==> src/rtl/lit_pkg.sv <==
package lit_pkg;

    typedef enum logic {
        ST_FAIL = 1'b0,
        ST_PASS = 1'b1
    } link_st_e;

    typedef enum logic [1:0] {
        GAP_SHORT,
        GAP_MID,
        GAP_CONSEC,
        GAP_LONG
    } gap_cls_e;

    typedef struct packed {
        logic pass_n;
        logic rx_inh;
        logic tx_inh;
        logic sel_tp;
    } link_view_t;

    function automatic gap_cls_e classify_gap(input logic [31:0] gap,
                                              input int unsigned min_gap,
                                              input int unsigned cmin,
                                              input int unsigned cmax);
        if (gap < min_gap)    return GAP_SHORT;
        else if (gap < cmin)  return GAP_MID;
        else if (gap <= cmax) return GAP_CONSEC;
        else                  return GAP_LONG;
    endfunction

    function automatic link_view_t view_of(input logic pass);
        link_view_t v;
        v.pass_n = !pass;
        v.rx_inh = !pass;
        v.tx_inh = !pass;
        v.sel_tp = pass;
        return v;
    endfunction

endpackage

==> src/rtl/lit_pulse_gen.sv <==
module lit_pulse_gen #(
    parameter int unsigned PULSE_PERIOD = 800000,
    parameter int unsigned PULSE_WIDTH  = 5
) (
    input  logic clk,
    input  logic rst,
    input  logic tx_active,
    output logic lp_out
);
    localparam int unsigned CW = $clog2(PULSE_PERIOD);

    logic [CW-1:0] phase_q;

    always_ff @(posedge clk) begin
        if (rst) begin
            phase_q <= '0;
        end else if (tx_active) begin
            phase_q <= '0;
        end else if (phase_q == CW'(PULSE_PERIOD - 1)) begin
            phase_q <= '0;
        end else begin
            phase_q <= phase_q + 1'b1;
        end
    end

    assign lp_out = !tx_active && (phase_q >= CW'(PULSE_PERIOD - PULSE_WIDTH));

endmodule

==> src/rtl/lit_gap_timer.sv <==
module lit_gap_timer
    import lit_pkg::*;
#(
    parameter int unsigned MIN_GAP    = 250000,
    parameter int unsigned CONSEC_MIN = 1250000,
    parameter int unsigned CONSEC_MAX = 7500000
) (
    input  logic     clk,
    input  logic     rst,
    input  logic     restart,
    output gap_cls_e cls
);
    localparam int unsigned CAP = CONSEC_MAX + 1;
    localparam int unsigned GW  = $clog2(CAP + 1);

    logic [GW-1:0] gap_q;

    always_ff @(posedge clk) begin
        if (rst) begin
            gap_q <= GW'(CAP);
        end else if (restart) begin
            gap_q <= GW'(1);
        end else if (gap_q != GW'(CAP)) begin
            gap_q <= gap_q + 1'b1;
        end
    end

    assign cls = classify_gap(32'(gap_q), MIN_GAP, CONSEC_MIN, CONSEC_MAX);

endmodule

==> src/rtl/lit_link_fsm.sv <==
module lit_link_fsm
    import lit_pkg::*;
#(
    parameter int unsigned FAIL_WIN      = 5000000,
    parameter int unsigned PULSES_NEEDED = 4,
    localparam int unsigned SW  = $clog2(FAIL_WIN),
    localparam int unsigned CNW = $clog2(PULSES_NEEDED + 1)
) (
    input  logic           clk,
    input  logic           rst,
    input  logic           test_disable,
    input  logic           tx_busy,
    input  logic           rx_busy,
    input  logic           lp_seen,
    input  logic           pkt_seen,
    input  gap_cls_e       cls,
    output logic           restart,
    output link_st_e       st,
    output logic [SW-1:0]  silence,
    output logic [CNW-1:0] count
);
    logic pkt_pend_q;
    logic accepted;
    logic ready;

    assign accepted = lp_seen && (cls != GAP_SHORT);
    assign restart  = lp_seen && ((st == ST_FAIL) || (cls != GAP_SHORT));
    assign ready    = ((count == CNW'(PULSES_NEEDED)) || pkt_pend_q) && !tx_busy && !rx_busy;

    always_ff @(posedge clk) begin
        if (rst) begin
            st         <= ST_FAIL;
            silence    <= '0;
            count      <= '0;
            pkt_pend_q <= 1'b0;
        end else begin
            if (st == ST_PASS) begin
                if (accepted || pkt_seen) begin
                    silence <= '0;
                end else if (silence == SW'(FAIL_WIN - 1)) begin
                    st         <= ST_FAIL;
                    silence    <= '0;
                    count      <= '0;
                    pkt_pend_q <= 1'b0;
                end else begin
                    silence <= silence + 1'b1;
                end
            end else begin
                if (pkt_seen) pkt_pend_q <= 1'b1;
                if (lp_seen) begin
                    unique case (cls)
                        GAP_SHORT:  count <= '0;
                        GAP_CONSEC: count <= (count == CNW'(PULSES_NEEDED)) ? count : count + 1'b1;
                        default:    count <= CNW'(1);
                    endcase
                end
                if (ready) begin
                    st         <= ST_PASS;
                    silence    <= '0;
                    count      <= '0;
                    pkt_pend_q <= 1'b0;
                end
            end
            if (test_disable) begin
                st      <= ST_PASS;
                silence <= '0;
            end
        end
    end

endmodule

==> src/rtl/link_integrity_ctrl.sv <==
module link_integrity_ctrl
    import lit_pkg::*;
#(
    parameter int unsigned PULSE_PERIOD  = 800000,
    parameter int unsigned PULSE_WIDTH   = 5,
    parameter int unsigned MIN_GAP       = 250000,
    parameter int unsigned CONSEC_MIN    = 1250000,
    parameter int unsigned CONSEC_MAX    = 7500000,
    parameter int unsigned FAIL_WIN      = 5000000,
    parameter int unsigned PULSES_NEEDED = 4
) (
    input  logic clk,
    input  logic rst,
    input  logic test_disable,
    input  logic tx_busy,
    input  logic rx_busy,
    input  logic lp_seen,
    input  logic pkt_seen,
    output logic lp_out,
    output logic link_pass_n,
    output logic rx_inhibit,
    output logic tx_inhibit,
    output logic sel_tp
);
    localparam int unsigned SW  = $clog2(FAIL_WIN);
    localparam int unsigned CNW = $clog2(PULSES_NEEDED + 1);

    gap_cls_e       gap_cls;
    logic           gap_restart;
    link_st_e       link_st;
    logic [SW-1:0]  silence_cnt;
    logic [CNW-1:0] pulse_cnt;
    link_view_t     view;

    lit_gap_timer #(
        .MIN_GAP   (MIN_GAP),
        .CONSEC_MIN(CONSEC_MIN),
        .CONSEC_MAX(CONSEC_MAX)
    ) gap_i (
        .clk    (clk),
        .rst    (rst),
        .restart(gap_restart),
        .cls    (gap_cls)
    );

    lit_link_fsm #(
        .FAIL_WIN     (FAIL_WIN),
        .PULSES_NEEDED(PULSES_NEEDED)
    ) fsm_i (
        .clk         (clk),
        .rst         (rst),
        .test_disable(test_disable),
        .tx_busy     (tx_busy),
        .rx_busy     (rx_busy),
        .lp_seen     (lp_seen),
        .pkt_seen    (pkt_seen),
        .cls         (gap_cls),
        .restart     (gap_restart),
        .st          (link_st),
        .silence     (silence_cnt),
        .count       (pulse_cnt)
    );

    assign view        = view_of((link_st == ST_PASS) || test_disable);
    assign link_pass_n = view.pass_n;
    assign rx_inhibit  = view.rx_inh;
    assign tx_inhibit  = view.tx_inh;
    assign sel_tp      = view.sel_tp;

    lit_pulse_gen #(
        .PULSE_PERIOD(PULSE_PERIOD),
        .PULSE_WIDTH (PULSE_WIDTH)
    ) gen_i (
        .clk      (clk),
        .rst      (rst),
        .tx_active(tx_busy && !view.tx_inh),
        .lp_out   (lp_out)
    );

endmodule

==> config.mk <==
export PLATFORM = sky130hd
export DESIGN_NAME = link_integrity_ctrl
export DESIGN_NICKNAME = d
export VERILOG_FILES = /design/src/rtl/lit_pkg.sv /design/src/rtl/lit_pulse_gen.sv /design/src/rtl/lit_gap_timer.sv /design/src/rtl/lit_link_fsm.sv /design/src/rtl/link_integrity_ctrl.sv
export SDC_FILE = /design/constraint.sdc
export NUM_CORES = 1
export LEC_CHECK = 0
export ABC_AREA = 1
export ABC_CLOCK_PERIOD_IN_PS = 4000
export BUFFER_PORTS_ARGS = -buffer_cell sky130_fd_sc_hd__buf_2
export CAP_MARGIN = 20
export CELL_PAD_IN_SITES_DETAIL_PLACEMENT = 1
export CELL_PAD_IN_SITES_GLOBAL_PLACEMENT = 1
export CORE_UTILIZATION = 49
export CTS_CLUSTER_DIAMETER = 100
export CTS_CLUSTER_SIZE = 10
export DETAILED_ROUTE_END_ITERATION = 16
export PLACE_DENSITY = 0.95
export SYNTH_ARGS = -nofsm -noshare
export SYNTH_HDL_FRONTEND = slang
export SYNTH_SLANG_ARGS = --single-unit
==> constraint.sdc <==
create_clock -name clk -period 4 [get_ports clk]
set_input_delay 0.2 -clock clk [delete_from_list [all_inputs] [get_ports clk]]
set_output_delay 0.2 -clock clk [all_outputs]
set_load 0.05 [all_outputs]
==> impl_metrics.xml, run 1 <==
<?xml version="1.0" encoding="UTF-8"?>
<metrics>
  <group name="logic_synthesis">
    <metric name="net_count_synth" unit="">658</metric>
    <metric name="ys_warn_count" unit="">0</metric>
    <metric name="synth.top_cells.by_count" unit="">sky130_fd_sc_hd__nand2_1, sky130_fd_sc_hd__inv_1, sky130_fd_sc_hd__nor2_1</metric>
    <metric name="synth-main-ff-cell" unit="">sky130_fd_sc_hd__dfxtp_1</metric>
    <metric name="post_synth_inst_count" unit="">644</metric>
    <metric name="synth_edf_count" unit="">0</metric>
    <metric name="area_contributors_post_synth" unit="">sky130_fd_sc_hd__dfxtp_1, sky130_fd_sc_hd__nand2_1, sky130_fd_sc_hd__inv_1</metric>
    <metric name="async_flop_share" unit="%">0</metric>
    <metric name="synthesis.area" unit="um2">4290</metric>
    <metric name="synthMostInstantiatedCell" unit="">sky130_fd_sc_hd__nand2_1</metric>
    <metric name="synth.avg_cell_area" unit="um2">6.67</metric>
    <metric name="number_of_register_bits_inferred_by_synthesis" unit="">71</metric>
    <metric name="post-synth-top-area-cell" unit="">sky130_fd_sc_hd__dfxtp_1</metric>
    <metric name="number_of_distinct_library_cell_variants_in_the_gate_level_netlist_after_synthesis" unit="">47</metric>
    <metric name="share_of_the_synthesized_area_in_the_top_cell_type" unit="%">33.1</metric>
    <metric name="synth_seq_area_share" unit="%">33.1</metric>
  </group>
  <group name="setup_path">
    <metric name="crit_path_top_delay_cell" unit="">sky130_fd_sc_hd__nand3_1</metric>
    <metric name="crit_start" unit="">gen_i.phase_q[0]</metric>
    <metric name="critical_path.endpoint" unit="">gen_i.phase_q[11]</metric>
    <metric name="critPathMaxStageDelay" unit="ns">0.46</metric>
    <metric name="reg2regPathDepth" unit="">11</metric>
    <metric name="startpoint_of_the_lowest_slack_register_to_register_path" unit="">gen_i.phase_q[0]</metric>
    <metric name="startpoint_kind_of_the_worst_setup_timing_path" unit="">flop</metric>
    <metric name="worstPathRequired" unit="ns">4.23</metric>
    <metric name="ff2ff_setup_slack" unit="ns">1.51</metric>
    <metric name="crit_path_cell_trace" unit="">ha_1, nand2_1, nor2_1, inv_1, or2_1, inv_1, nand3_1, nand3_1, inv_1, o31ai_1, a21oi_1</metric>
    <metric name="critical_path.n_buffers_inverters" unit="">3</metric>
    <metric name="critical-path-top-cell-by-count" unit="">sky130_fd_sc_hd__inv_1</metric>
    <metric name="timing.critical_path.fanout_max" unit="">14</metric>
    <metric name="path_delay_family" unit="">simple AND/OR/NAND/NOR gates</metric>
    <metric name="cp-end-kind" unit="">flop</metric>
    <metric name="critical_path.reg2reg.endpoint" unit="">gen_i.phase_q[11]</metric>
    <metric name="worstPathArrival" unit="ns">2.73</metric>
    <metric name="worstSetupPathDepth" unit="">11</metric>
    <metric name="path_class" unit="">reg2reg</metric>
  </group>
  <group name="place">
    <metric name="place_ws" unit="ns">1.51</metric>
    <metric name="place.port_buffers" unit="">11</metric>
    <metric name="dp_hpwl" unit="mm">9.19</metric>
    <metric name="gp_routability_congestion" unit="">0.853</metric>
  </group>
  <group name="global_routing">
    <metric name="globalRouteOverflowTotal" unit="">0</metric>
    <metric name="antenna_found_initial" unit="">1</metric>
    <metric name="first_global_vias" unit="">4876</metric>
    <metric name="pin_count_of_the_biggest_net_entering_global_routing" unit="">19</metric>
    <metric name="grt_pass1_wl" unit="mm">23.5</metric>
    <metric name="grt_usage" unit="%">33.6</metric>
  </group>
  <group name="drt">
    <metric name="avgRoutedWirePerCell" unit="um">18.9</metric>
    <metric name="avgViaCountPerCell" unit="">5.92</metric>
    <metric name="via_count" unit="">4542</metric>
    <metric name="wl" unit="mm">14.5</metric>
    <metric name="antenna_left" unit="">0</metric>
    <metric name="initialDrtViolationCount" unit="">260</metric>
    <metric name="drt_first_pass_iters" unit="">5</metric>
    <metric name="drcViolationCount" unit="">0</metric>
  </group>
  <group name="timing">
    <metric name="number_of_max_slew_violations_in_the_final_report" unit="">0</metric>
    <metric name="rsz0062_at_grt" unit="">no</metric>
    <metric name="final_min_period_over_clock_period" unit="%">62.3</metric>
    <metric name="fmax" unit="GHz">0.401</metric>
    <metric name="final-setup-viol-count" unit="">0</metric>
    <metric name="timing.final.crit_period" unit="ns">2.49</metric>
    <metric name="report.final.hold_viol_count" unit="">0</metric>
    <metric name="tns" unit="ns">0</metric>
    <metric name="slew_worst_pin" unit="ns">0.728</metric>
    <metric name="clock_skew" unit="ns">0.0137</metric>
    <metric name="timing.max_slew.rel_slack" unit="%">51.2</metric>
    <metric name="worst_slack" unit="ns">1.51</metric>
  </group>
  <group name="finish">
    <metric name="layout.nets" unit="">670</metric>
    <metric name="postLayoutCoreUtil" unit="%">55.9</metric>
    <metric name="post_route_cells_drive_above_1_share" unit="%">12.9</metric>
    <metric name="syn_to_final_growth" unit="%">8.63</metric>
    <metric name="layout.filler_cells" unit="">1137</metric>
  </group>
  <group name="clock_tree">
    <metric name="postCtsSetupRepairBufs" unit="">0</metric>
    <metric name="clock_sinks" unit="">71</metric>
    <metric name="cts.hold.buffers_added" unit="">0</metric>
    <metric name="cts_tree" unit="">yes</metric>
    <metric name="cts-root-to-sink-buffers" unit="">2</metric>
    <metric name="numCtsBuffers" unit="">9</metric>
    <metric name="cts.repair.resized" unit="">0</metric>
    <metric name="clock_tree.root_cell" unit="">sky130_fd_sc_hd__clkbuf_8</metric>
    <metric name="clk-insertion-delay-late" unit="ns">0.36</metric>
    <metric name="cts-htree-levels" unit="">3</metric>
    <metric name="clk_pin_slew" unit="ns">0.09</metric>
  </group>
  <group name="run">
    <metric name="cap_violations" unit="">0</metric>
  </group>
  <group name="floorplan">
    <metric name="core_area" unit="um2">8340</metric>
    <metric name="dieArea" unit="um2">9140</metric>
    <metric name="die_height" unit="um">95.6</metric>
    <metric name="floorplan.die.width" unit="um">95.6</metric>
    <metric name="core.rowCount" unit="">33</metric>
    <metric name="number_of_primary_i_o_pins" unit="">12</metric>
    <metric name="initial_core_util" unit="%">51.5</metric>
  </group>
  <group name="power_and_ir_drop">
    <metric name="power.density_cell_area" unit="nW/um2">351</metric>
    <metric name="worst_ir_drop_vdd" unit="mV">0.167</metric>
    <metric name="p_leak" unit="nW">1.86</metric>
    <metric name="totalPowerFinal" unit="mW">1.63</metric>
  </group>
  <group name="outcome">
    <metric name="status" unit="">complete, no violations</metric>
  </group>
  <group name="hold_path">
    <metric name="hold_path.class" unit="">in2reg</metric>
  </group>
</metrics>
## stage by stage
step           std cells  cell area, um2  hold slack, ns
2_1_floorplan        644            4290           0.269
3_3_place_gp         749            4410           0.434
3_5_place_dp         749            4410           0.448
4_1_cts              765            4650           0.108
5_1_grt              767            4660           0.127
6_report             767            4660           0.132
## cells by family after synthesis
logic type      count (synthesis)  synth area share, %
flops                          71                 33.1
fa+ha+maj                       7                 2.04
simple gates                  350                 38.4
xor+xnor                       14                 2.86
buf+inv                       106                 10.1
compound gates                 96                 13.5
## power breakdown
| part | total (mW) | switching (mW) | internal (mW) |
|---|---|---|---|
| Sequential | 0.743 | 0.0215 | 0.721 |
| Combinational | 0.162 | 0.118 | 0.0443 |
| Clock | 0.730 | 0.314 | 0.417 |
## metal layers
metal / wire length (um) / share of wire (%) / vias up / global-route usage (%)
met3: 749 / 5.2 / 66 / 6.38
met2: 7330 / 50 / 162 / 59.7
met4: 602 / 4.1 / 0 / 19.4
met5: 0 / 0 / - / 0
li1: - / - / 2115 / -
met1: 5840 / 40 / 2199 / 37.1
## cell type report
class | instances | area (um2) | share of cell area [%]
Inverter | 94 | 353 | 7.57
Clock inverter | 7 | 121 | 2.60
Clock buffer | 9 | 124 | 2.66
Timing Repair Buffer | 13 | 70.1 | 1.50
Sequential cell | 71 | 1420 | 30.5
Multi-Input combinational cell | 467 | 2440 | 52.3
Antenna cell | 1 | 2.50 | 0.0537
Tap cell | 105 | 131 | 2.82
## state kept, by name, summed over array words and instances (netlist names)
| name | cells |
|---|---|
| fsm_i.silence | 23 |
| gap_i.gap_q | 23 |
| gen_i.phase_q | 20 |
| fsm_i.count | 3 |
| fsm_i.pkt_pend_q | 1 |
| fsm_i.st | 1 |
## worst register-to-register path, cell delays in order (launching register included)
cell and delay [ns]:
sky130_fd_sc_hd__dfxtp_1 0.38, sky130_fd_sc_hd__ha_1 0.20, sky130_fd_sc_hd__nand2_1 0.09, sky130_fd_sc_hd__nor2_1 0.10, sky130_fd_sc_hd__inv_1 0.08, sky130_fd_sc_hd__or2_1 0.29, sky130_fd_sc_hd__inv_1 0.13, sky130_fd_sc_hd__nand3_1 0.08
sky130_fd_sc_hd__nand3_1 0.46, sky130_fd_sc_hd__inv_1 0.29, sky130_fd_sc_hd__o31ai_1 0.16, sky130_fd_sc_hd__a21oi_1 0.10
## worst min-delay path by stage
stage	from	end	slack, ns	cells after the start
2_1_floorplan	rst	fsm_i.count[0]	0.27	1
3_3_place_gp	gen_i.phase_q[0]	gen_i.phase_q[0]	0.43	1
3_5_place_dp	gen_i.phase_q[0]	gen_i.phase_q[0]	0.45	1
4_1_cts	rst	fsm_i.count[1]	0.11	2
5_1_grt	rst	fsm_i.count[1]	0.13	2
6_report	rst	fsm_i.count[0]	0.13	2
## layout by cell type, fill, tap and decap left out, types with 8 or more instances in the layout
cell type / n
sky130_fd_sc_hd__nor2_1: 78
sky130_fd_sc_hd__nand3_1: 44
sky130_fd_sc_hd__nand4_1: 17
sky130_fd_sc_hd__nor2_2: 11
sky130_fd_sc_hd__xor2_1: 9
sky130_fd_sc_hd__buf_2: 11
sky130_fd_sc_hd__o31ai_1: 8
sky130_fd_sc_hd__inv_1: 83
sky130_fd_sc_hd__nand2_1: 145
sky130_fd_sc_hd__dfxtp_1: 71
sky130_fd_sc_hd__o21ai_0: 12
sky130_fd_sc_hd__inv_2: 8
sky130_fd_sc_hd__nor3_1: 17
sky130_fd_sc_hd__clkbuf_8: 9
sky130_fd_sc_hd__a21oi_1: 49
Power figures use the tool's default switching activity.
==> run 2, diff against run 1 <==
--- a/config.mk
+++ b/config.mk
@@ -6,16 +6,16 @@
 export NUM_CORES = 1
 export LEC_CHECK = 0
 export ABC_AREA = 1
-export ABC_CLOCK_PERIOD_IN_PS = 4000
+export ABC_CLOCK_PERIOD_IN_PS = 2100
 export BUFFER_PORTS_ARGS = -buffer_cell sky130_fd_sc_hd__buf_2
 export CAP_MARGIN = 20
 export CELL_PAD_IN_SITES_DETAIL_PLACEMENT = 1
 export CELL_PAD_IN_SITES_GLOBAL_PLACEMENT = 1
-export CORE_UTILIZATION = 49
+export CORE_UTILIZATION = 41
 export CTS_CLUSTER_DIAMETER = 100
 export CTS_CLUSTER_SIZE = 10
 export DETAILED_ROUTE_END_ITERATION = 16
-export PLACE_DENSITY = 0.95
+export PLACE_DENSITY = 0.87
 export SYNTH_ARGS = -nofsm -noshare
 export SYNTH_HDL_FRONTEND = slang
 export SYNTH_SLANG_ARGS = --single-unit
==> constraint.sdc (replaced) <==
create_clock -name clk -period 2.1 [get_ports clk]
set_input_delay 0.105 -clock clk [delete_from_list [all_inputs] [get_ports clk]]
set_output_delay 0.105 -clock clk [all_outputs]
set_load 0.05 [all_outputs]
==> impl_metrics.xml, run 2 (synthesized netlist as in run 1, its figures left out) <==
<?xml version="1.0" encoding="UTF-8"?>
<metrics>
  <group name="outcome">
    <metric name="status" unit="">complete, no violations</metric>
  </group>
  <group name="timing">
    <metric name="slew_worst_pin" unit="ns">0.528</metric>
    <metric name="tns" unit="ns">0</metric>
    <metric name="fmax" unit="GHz">0.511</metric>
    <metric name="rsz0062_at_grt" unit="">no</metric>
    <metric name="clock_skew" unit="ns">0.0125</metric>
    <metric name="worst_slack" unit="ns">0.143</metric>
    <metric name="number_of_max_slew_violations_in_the_final_report" unit="">0</metric>
    <metric name="report.final.hold_viol_count" unit="">0</metric>
    <metric name="timing.final.crit_period" unit="ns">1.96</metric>
    <metric name="final_min_period_over_clock_period" unit="%">93.2</metric>
    <metric name="final-setup-viol-count" unit="">0</metric>
    <metric name="timing.max_slew.rel_slack" unit="%">64.8</metric>
  </group>
  <group name="power_and_ir_drop">
    <metric name="clkPwrFrac" unit="%">42.5</metric>
    <metric name="power.switching_fraction" unit="%">26.1</metric>
    <metric name="worst_ir_drop_vdd" unit="mV">0.367</metric>
    <metric name="power.density_cell_area" unit="nW/um2">624</metric>
    <metric name="share_comb_of_total_power" unit="%">10.0</metric>
    <metric name="power_report.internal_total" unit="mW">2.20</metric>
    <metric name="p_leak" unit="nW">1.89</metric>
    <metric name="power.share.sequential" unit="%">47.4</metric>
    <metric name="power_switching" unit="mW">0.775</metric>
  </group>
  <group name="place">
    <metric name="place_ws" unit="ns">0.104</metric>
    <metric name="dp_hpwl" unit="mm">9.06</metric>
    <metric name="place.port_buffers" unit="">11</metric>
    <metric name="gp_routability_congestion" unit="">0.952</metric>
  </group>
  <group name="drt">
    <metric name="via_count" unit="">4224</metric>
    <metric name="drcViolationCount" unit="">0</metric>
    <metric name="avgViaCountPerCell" unit="">5.28</metric>
    <metric name="highest_layer" unit="">met4</metric>
    <metric name="avgRoutedWirePerCell" unit="um">14.7</metric>
    <metric name="antenna_left" unit="">0</metric>
    <metric name="met3_wirelength" unit="um">253</metric>
    <metric name="detail_route.wirelength.met1" unit="mm">5.42</metric>
    <metric name="met2RoutedLength" unit="mm">5.82</metric>
    <metric name="initialDrtViolationCount" unit="">143</metric>
    <metric name="wl" unit="mm">11.8</metric>
    <metric name="drt_first_pass_iters" unit="">4</metric>
  </group>
  <group name="hold_path">
    <metric name="min_delay_path_depth" unit="">3</metric>
    <metric name="min_from" unit="">test_disable</metric>
    <metric name="hold_path.class" unit="">in2reg</metric>
    <metric name="hold_path_end" unit="">fsm_i.st</metric>
  </group>
  <group name="clock_tree">
    <metric name="clk_pin_slew" unit="ns">0.08</metric>
    <metric name="clock_tree.root_cell" unit="">sky130_fd_sc_hd__clkbuf_8</metric>
    <metric name="clk-insertion-delay-late" unit="ns">0.37</metric>
    <metric name="cts_tree" unit="">yes</metric>
    <metric name="cts-root-to-sink-buffers" unit="">2</metric>
    <metric name="numCtsBuffers" unit="">9</metric>
    <metric name="postCtsSetupRepairBufs" unit="">0</metric>
    <metric name="cts-htree-levels" unit="">3</metric>
    <metric name="clock_sinks" unit="">71</metric>
  </group>
  <group name="global_routing">
    <metric name="antenna_found_initial" unit="">0</metric>
    <metric name="first_global_vias" unit="">4402</metric>
    <metric name="pin_count_of_the_biggest_net_entering_global_routing" unit="">19</metric>
    <metric name="grt_usage" unit="%">22.8</metric>
    <metric name="globalRouteOverflowTotal" unit="">0</metric>
    <metric name="grt_pass1_wl" unit="mm">20.0</metric>
  </group>
  <group name="setup_path">
    <metric name="startpoint_of_the_lowest_slack_register_to_register_path" unit="">fsm_i.silence[0]</metric>
    <metric name="startpoint_kind_of_the_worst_setup_timing_path" unit="">flop</metric>
    <metric name="crit_path_cell_trace" unit="">ha_1, nor2_1, o31ai_2, nand2_1, nand2_1, a21oi_1, nor3_2, clkbuf_4</metric>
    <metric name="worstPathArrival" unit="ns">1.85</metric>
    <metric name="worstPathRequired" unit="ns">2.00</metric>
    <metric name="critical_path.n_buffers_inverters" unit="">1</metric>
    <metric name="critical-path-top-cell-by-count" unit="">sky130_fd_sc_hd__nand2_1</metric>
    <metric name="ff2ff_setup_slack" unit="ns">0.18</metric>
    <metric name="critical_path.reg2reg.endpoint" unit="">fsm_i.silence[8]</metric>
    <metric name="crit_start" unit="">gen_i.phase_q[0]</metric>
    <metric name="crit_path_top_delay_cell" unit="">sky130_fd_sc_hd__dfxtp_1</metric>
    <metric name="path_class" unit="">reg2out</metric>
    <metric name="timing.critical_path.fanout_max" unit="">3</metric>
    <metric name="reg2regPathDepth" unit="">9</metric>
    <metric name="cp-end-kind" unit="">primary output</metric>
    <metric name="critPathMaxStageDelay" unit="ns">0.37</metric>
    <metric name="worstSetupPathDepth" unit="">8</metric>
    <metric name="path_delay_family" unit="">flip-flops</metric>
  </group>
  <group name="finish">
    <metric name="syn_to_final_growth" unit="%">11.0</metric>
    <metric name="diodes" unit="">0</metric>
    <metric name="layout.nets" unit="">676</metric>
    <metric name="most_frequent_cells_in_the_layout" unit="">sky130_fd_sc_hd__nand2_1, sky130_fd_sc_hd__inv_1, sky130_fd_sc_hd__nor2_1</metric>
    <metric name="post_route_cells_drive_above_1_share" unit="%">14.2</metric>
    <metric name="layout.cells.most_common" unit="">sky130_fd_sc_hd__nand2_1</metric>
    <metric name="layout_top_registers" unit="">fsm_i.silence: 23 flops, gap_i.gap_q: 23 flops, gen_i.phase_q: 20 flops</metric>
  </group>
  <group name="floorplan">
    <metric name="initial_core_util" unit="%">43.1</metric>
    <metric name="floorplan.die.width" unit="um">104</metric>
    <metric name="die_height" unit="um">104</metric>
    <metric name="number_of_primary_i_o_pins" unit="">12</metric>
    <metric name="core_area" unit="um2">9950</metric>
    <metric name="core.rowCount" unit="">36</metric>
    <metric name="dieArea" unit="um2">10900</metric>
  </group>
  <group name="run">
    <metric name="cap_violations" unit="">0</metric>
  </group>
</metrics>
run 2: cell types whose count changed in the layout (fill, tap and decap cells not counted), sizes merged:
cell,delta
clkbuf,+5
buf,+4
clkinv,-3
bufinv,-1
diode,-1
dlygate4sd3,+1
run 2: cell type report:
class	instances	area [um2]
fill	1341	5190
multi-input combinational	467	2480
sequential	71	1420
inverter	94	353
tap	133	166
clock buffer	13	159
timing repair buffer	19	120
clock inverter	3	65.1
run 2: metrics by stage:
stage          util (%)  cells  power [mW]  hold slack, ns  cell area [um2]
6_report           47.9    800        2.97          0.0423             4760
4_1_cts            47.5    800        3.01          0.0334             4730
3_3_place_gp       45.2    783        1.72           0.372             4500
5_1_grt            47.9    800        3.10          0.0275             4760
3_5_place_dp       45.2    783        1.74           0.374             4500
2_1_floorplan         -    644        1.65           0.174             4300
run 2: metal layers:
| layer | up-vias | global-route usage, % |
|---|---|---|
| li1 | 2122 | - |
| met1 | 2033 | 26.3 |
| met2 | 43 | 40.5 |
| met3 | 26 | 5.51 |
| met4 | 0 | 8.47 |
| met5 | - | 0 |
run 2: worst reg2reg max path: cells and delay by family, from the launching register on:
kind	cells	cell delay, ns
adders and majority gates	1	0.22
DFF	1	0.38
and+or+nand+nor	6	1.05
buffers and inverters	1	0.11
AOI/OAI and AO/OA	1	0.06
run 2: worst max-delay path by stage:
| stage | end | slack (ns) |
|---|---|---|
| floorplan | lp_out | 0.21 |
| global placement | fsm_i.count[1] | 0.25 |
| detailed placement | fsm_i.count[1] | 0.10 |
| CTS | lp_out | 0.02 |
| global route | fsm_i.silence[19] | 0.01 |
| finish | lp_out | 0.14 |
run 2: timing repair:
item / 4_1_cts / 5_1_grt
hold buffers: 1 / 0
setup endpoints to repair: 0 / 31
endpoints found under the hold margin: 4 / 0
resized for setup: 0 / 8
run 2: power groups by stage:
stage | clock network (mW) | registers, mW | logic [mW]
after floorplan | 0 | 1.42 | 0.229
after global placement | 0 | 1.44 | 0.282
after detailed placement | 0 | 1.44 | 0.295
after CTS | 1.30 | 1.41 | 0.299
after global routing | 1.35 | 1.42 | 0.332
final | 1.26 | 1.41 | 0.298
==> run 3, diff against run 2 <==
--- a/config.mk
+++ b/config.mk
@@ -15,6 +15,7 @@
 export CTS_CLUSTER_DIAMETER = 100
 export CTS_CLUSTER_SIZE = 10
 export DETAILED_ROUTE_END_ITERATION = 16
+export HOLD_SLACK_MARGIN = 0.05
 export PLACE_DENSITY = 0.87
 export SYNTH_ARGS = -nofsm -noshare
 export SYNTH_HDL_FRONTEND = slang
==> impl_metrics.xml, run 3 (synthesized netlist as in run 1, its figures left out) <==
<?xml version="1.0" encoding="UTF-8"?>
<metrics>
  <group name="global_routing">
    <metric name="globalRouteOverflowTotal" unit="">0</metric>
    <metric name="grt_pass1_wl" unit="mm">20.1</metric>
    <metric name="grt_usage" unit="%">22.8</metric>
    <metric name="pin_count_of_the_biggest_net_entering_global_routing" unit="">19</metric>
    <metric name="antenna_found_initial" unit="">0</metric>
    <metric name="first_global_vias" unit="">4433</metric>
  </group>
  <group name="drt">
    <metric name="avgViaCountPerCell" unit="">5.29</metric>
    <metric name="wl" unit="mm">11.8</metric>
    <metric name="drt_first_pass_iters" unit="">4</metric>
    <metric name="avgRoutedWirePerCell" unit="um">14.7</metric>
    <metric name="via_count" unit="">4234</metric>
    <metric name="drcViolationCount" unit="">0</metric>
    <metric name="initialDrtViolationCount" unit="">133</metric>
    <metric name="antenna_left" unit="">0</metric>
  </group>
  <group name="timing">
    <metric name="rsz0062_at_grt" unit="">no</metric>
    <metric name="number_of_max_slew_violations_in_the_final_report" unit="">0</metric>
    <metric name="report.final.hold_viol_count" unit="">0</metric>
    <metric name="final-setup-viol-count" unit="">0</metric>
    <metric name="tns" unit="ns">0</metric>
    <metric name="timing.max_slew.rel_slack" unit="%">64.0</metric>
    <metric name="timing.final.crit_period" unit="ns">1.96</metric>
    <metric name="slew_worst_pin" unit="ns">0.539</metric>
    <metric name="fmax" unit="GHz">0.510</metric>
    <metric name="clock_skew" unit="ns">0.0125</metric>
    <metric name="final_min_period_over_clock_period" unit="%">93.4</metric>
  </group>
  <group name="floorplan">
    <metric name="core_area" unit="um2">9950</metric>
    <metric name="initial_core_util" unit="%">43.1</metric>
    <metric name="floorplan.die.width" unit="um">104</metric>
    <metric name="die_height" unit="um">104</metric>
    <metric name="dieArea" unit="um2">10900</metric>
    <metric name="number_of_primary_i_o_pins" unit="">12</metric>
    <metric name="core.rowCount" unit="">36</metric>
  </group>
  <group name="outcome">
    <metric name="status" unit="">complete, no violations</metric>
  </group>
  <group name="finish">
    <metric name="layout.nets" unit="">677</metric>
    <metric name="syn_to_final_growth" unit="%">11.2</metric>
    <metric name="final_area" unit="um2">4770</metric>
    <metric name="diodes" unit="">0</metric>
    <metric name="layout_top_registers" unit="">fsm_i.silence: 23 flops, gap_i.gap_q: 23 flops, gen_i.phase_q: 20 flops</metric>
    <metric name="post_route_cells_drive_above_1_share" unit="%">14.2</metric>
    <metric name="most_frequent_cells_in_the_layout" unit="">sky130_fd_sc_hd__nand2_1, sky130_fd_sc_hd__inv_1, sky130_fd_sc_hd__nor2_1</metric>
    <metric name="layout.cells.most_common" unit="">sky130_fd_sc_hd__nand2_1</metric>
  </group>
  <group name="setup_path">
    <metric name="reg2regPathDepth" unit="">10</metric>
    <metric name="ff2ff_setup_slack" unit="ns">0.18</metric>
    <metric name="startpoint_kind_of_the_worst_setup_timing_path" unit="">flop</metric>
    <metric name="crit_path_cell_trace" unit="">ha_1, nor2_1, o31ai_2, nand2_1, nand2_1, a21oi_1, nor3_2, clkbuf_4</metric>
    <metric name="crit_path_top_delay_cell" unit="">sky130_fd_sc_hd__dfxtp_1</metric>
    <metric name="worstPathArrival" unit="ns">1.86</metric>
    <metric name="worstPathRequired" unit="ns">2.00</metric>
    <metric name="timing.critical_path.fanout_max" unit="">3</metric>
    <metric name="path_delay_family" unit="">flip-flops</metric>
    <metric name="path_class" unit="">reg2out</metric>
    <metric name="critPathMaxStageDelay" unit="ns">0.37</metric>
    <metric name="startpoint_of_the_lowest_slack_register_to_register_path" unit="">fsm_i.silence[0]</metric>
    <metric name="cp-end-kind" unit="">primary output</metric>
    <metric name="critical_path.n_buffers_inverters" unit="">1</metric>
    <metric name="critical-path-top-cell-by-count" unit="">sky130_fd_sc_hd__nand2_1</metric>
    <metric name="critical_path.reg2reg.endpoint" unit="">fsm_i.silence[5]</metric>
  </group>
  <group name="clock_tree">
    <metric name="clock_tree.root_cell" unit="">sky130_fd_sc_hd__clkbuf_8</metric>
    <metric name="cts_tree" unit="">yes</metric>
    <metric name="cts-htree-levels" unit="">3</metric>
    <metric name="cts-root-to-sink-buffers" unit="">2</metric>
    <metric name="clk_pin_slew" unit="ns">0.07</metric>
    <metric name="postCtsSetupRepairBufs" unit="">0</metric>
    <metric name="numCtsBuffers" unit="">9</metric>
    <metric name="clock_sinks" unit="">71</metric>
    <metric name="clk-insertion-delay-late" unit="ns">0.37</metric>
  </group>
  <group name="place">
    <metric name="gp_routability_congestion" unit="">0.952</metric>
    <metric name="dp_hpwl" unit="mm">9.06</metric>
    <metric name="place.port_buffers" unit="">11</metric>
    <metric name="dpl_cell_area" unit="um2">4500</metric>
  </group>
  <group name="hold_path">
    <metric name="min_from" unit="">pkt_seen</metric>
    <metric name="hold_path_end" unit="">fsm_i.pkt_pend_q</metric>
    <metric name="hold_path.class" unit="">in2reg</metric>
    <metric name="min_delay_path_depth" unit="">3</metric>
  </group>
  <group name="run">
    <metric name="cap_violations" unit="">0</metric>
  </group>
  <group name="power_and_ir_drop">
    <metric name="power.density_cell_area" unit="nW/um2">623</metric>
    <metric name="worst_ir_drop_vdd" unit="mV">0.367</metric>
    <metric name="p_leak" unit="nW">1.89</metric>
  </group>
</metrics>
run 3: worst min-delay path, stage by stage:
cell and delay [ns]:
sky130_fd_sc_hd__buf_2 0.12, sky130_fd_sc_hd__a21oi_1 0.15, sky130_fd_sc_hd__a211oi_1 0.05
run 3: how the worst max path moves through the flow:
| stage | startpoint | to | cells past startpoint |
|---|---|---|---|
| final | gen_i.phase_q[0] | lp_out | 8 |
| after CTS | gen_i.phase_q[0] | lp_out | 8 |
| after global placement | fsm_i.count[0] | fsm_i.count[1] | 11 |
| after floorplan | fsm_i.st | lp_out | 4 |
| after detailed placement | fsm_i.count[0] | fsm_i.count[1] | 11 |
| after global routing | fsm_i.silence[2] | fsm_i.silence[19] | 11 |
run 3: stage by stage:
stage	instances	total power [mW]	hold WS, ns	util (%)	setup WS, ns
detailed placement	783	1.74	0.374	45.2	0.104
global route	801	3.10	0.0811	48.0	0.0105
global placement	783	1.72	0.372	45.2	0.246
CTS	801	3.01	0.0929	47.6	0.0212
floorplan	644	1.65	0.174	-	0.208
finish	801	2.97	0.111	48.0	0.139
run 3: what timing repair did:
action | 4_1_cts | 5_1_grt
hold endpoints to repair | 4 | 0
resized for setup | 0 | 8
hold buffers | 2 | 0
setup endpoints to repair | 0 | 31
run 3: report_power, final:
group	switching [mW]	internal [mW]
logic	0.207	0.0917
registers	0.0363	1.37
clock network	0.531	0.733
total	0.775	2.20
run 3: layout make-up:
class / count / area (um2)
Clock inverter: 3 / 65.1
Inverter: 94 / 353
Fill cell: 1343 / 5180
Tap cell: 133 / 166
Multi-Input combinational cell: 467 / 2480
Clock buffer: 13 / 159
Sequential cell: 71 / 1420
Timing Repair Buffer: 20 / 130
run 3: metal layers:
layer / up-vias / global-route usage [%] / part of all wire, %
li1: 2123 / - / -
met5: - / 0 / 0
met1: 2030 / 26.3 / 45
met4: 0 / 8.98 / 2.1
met3: 23 / 5.64 / 2.6
met2: 58 / 40.3 / 50
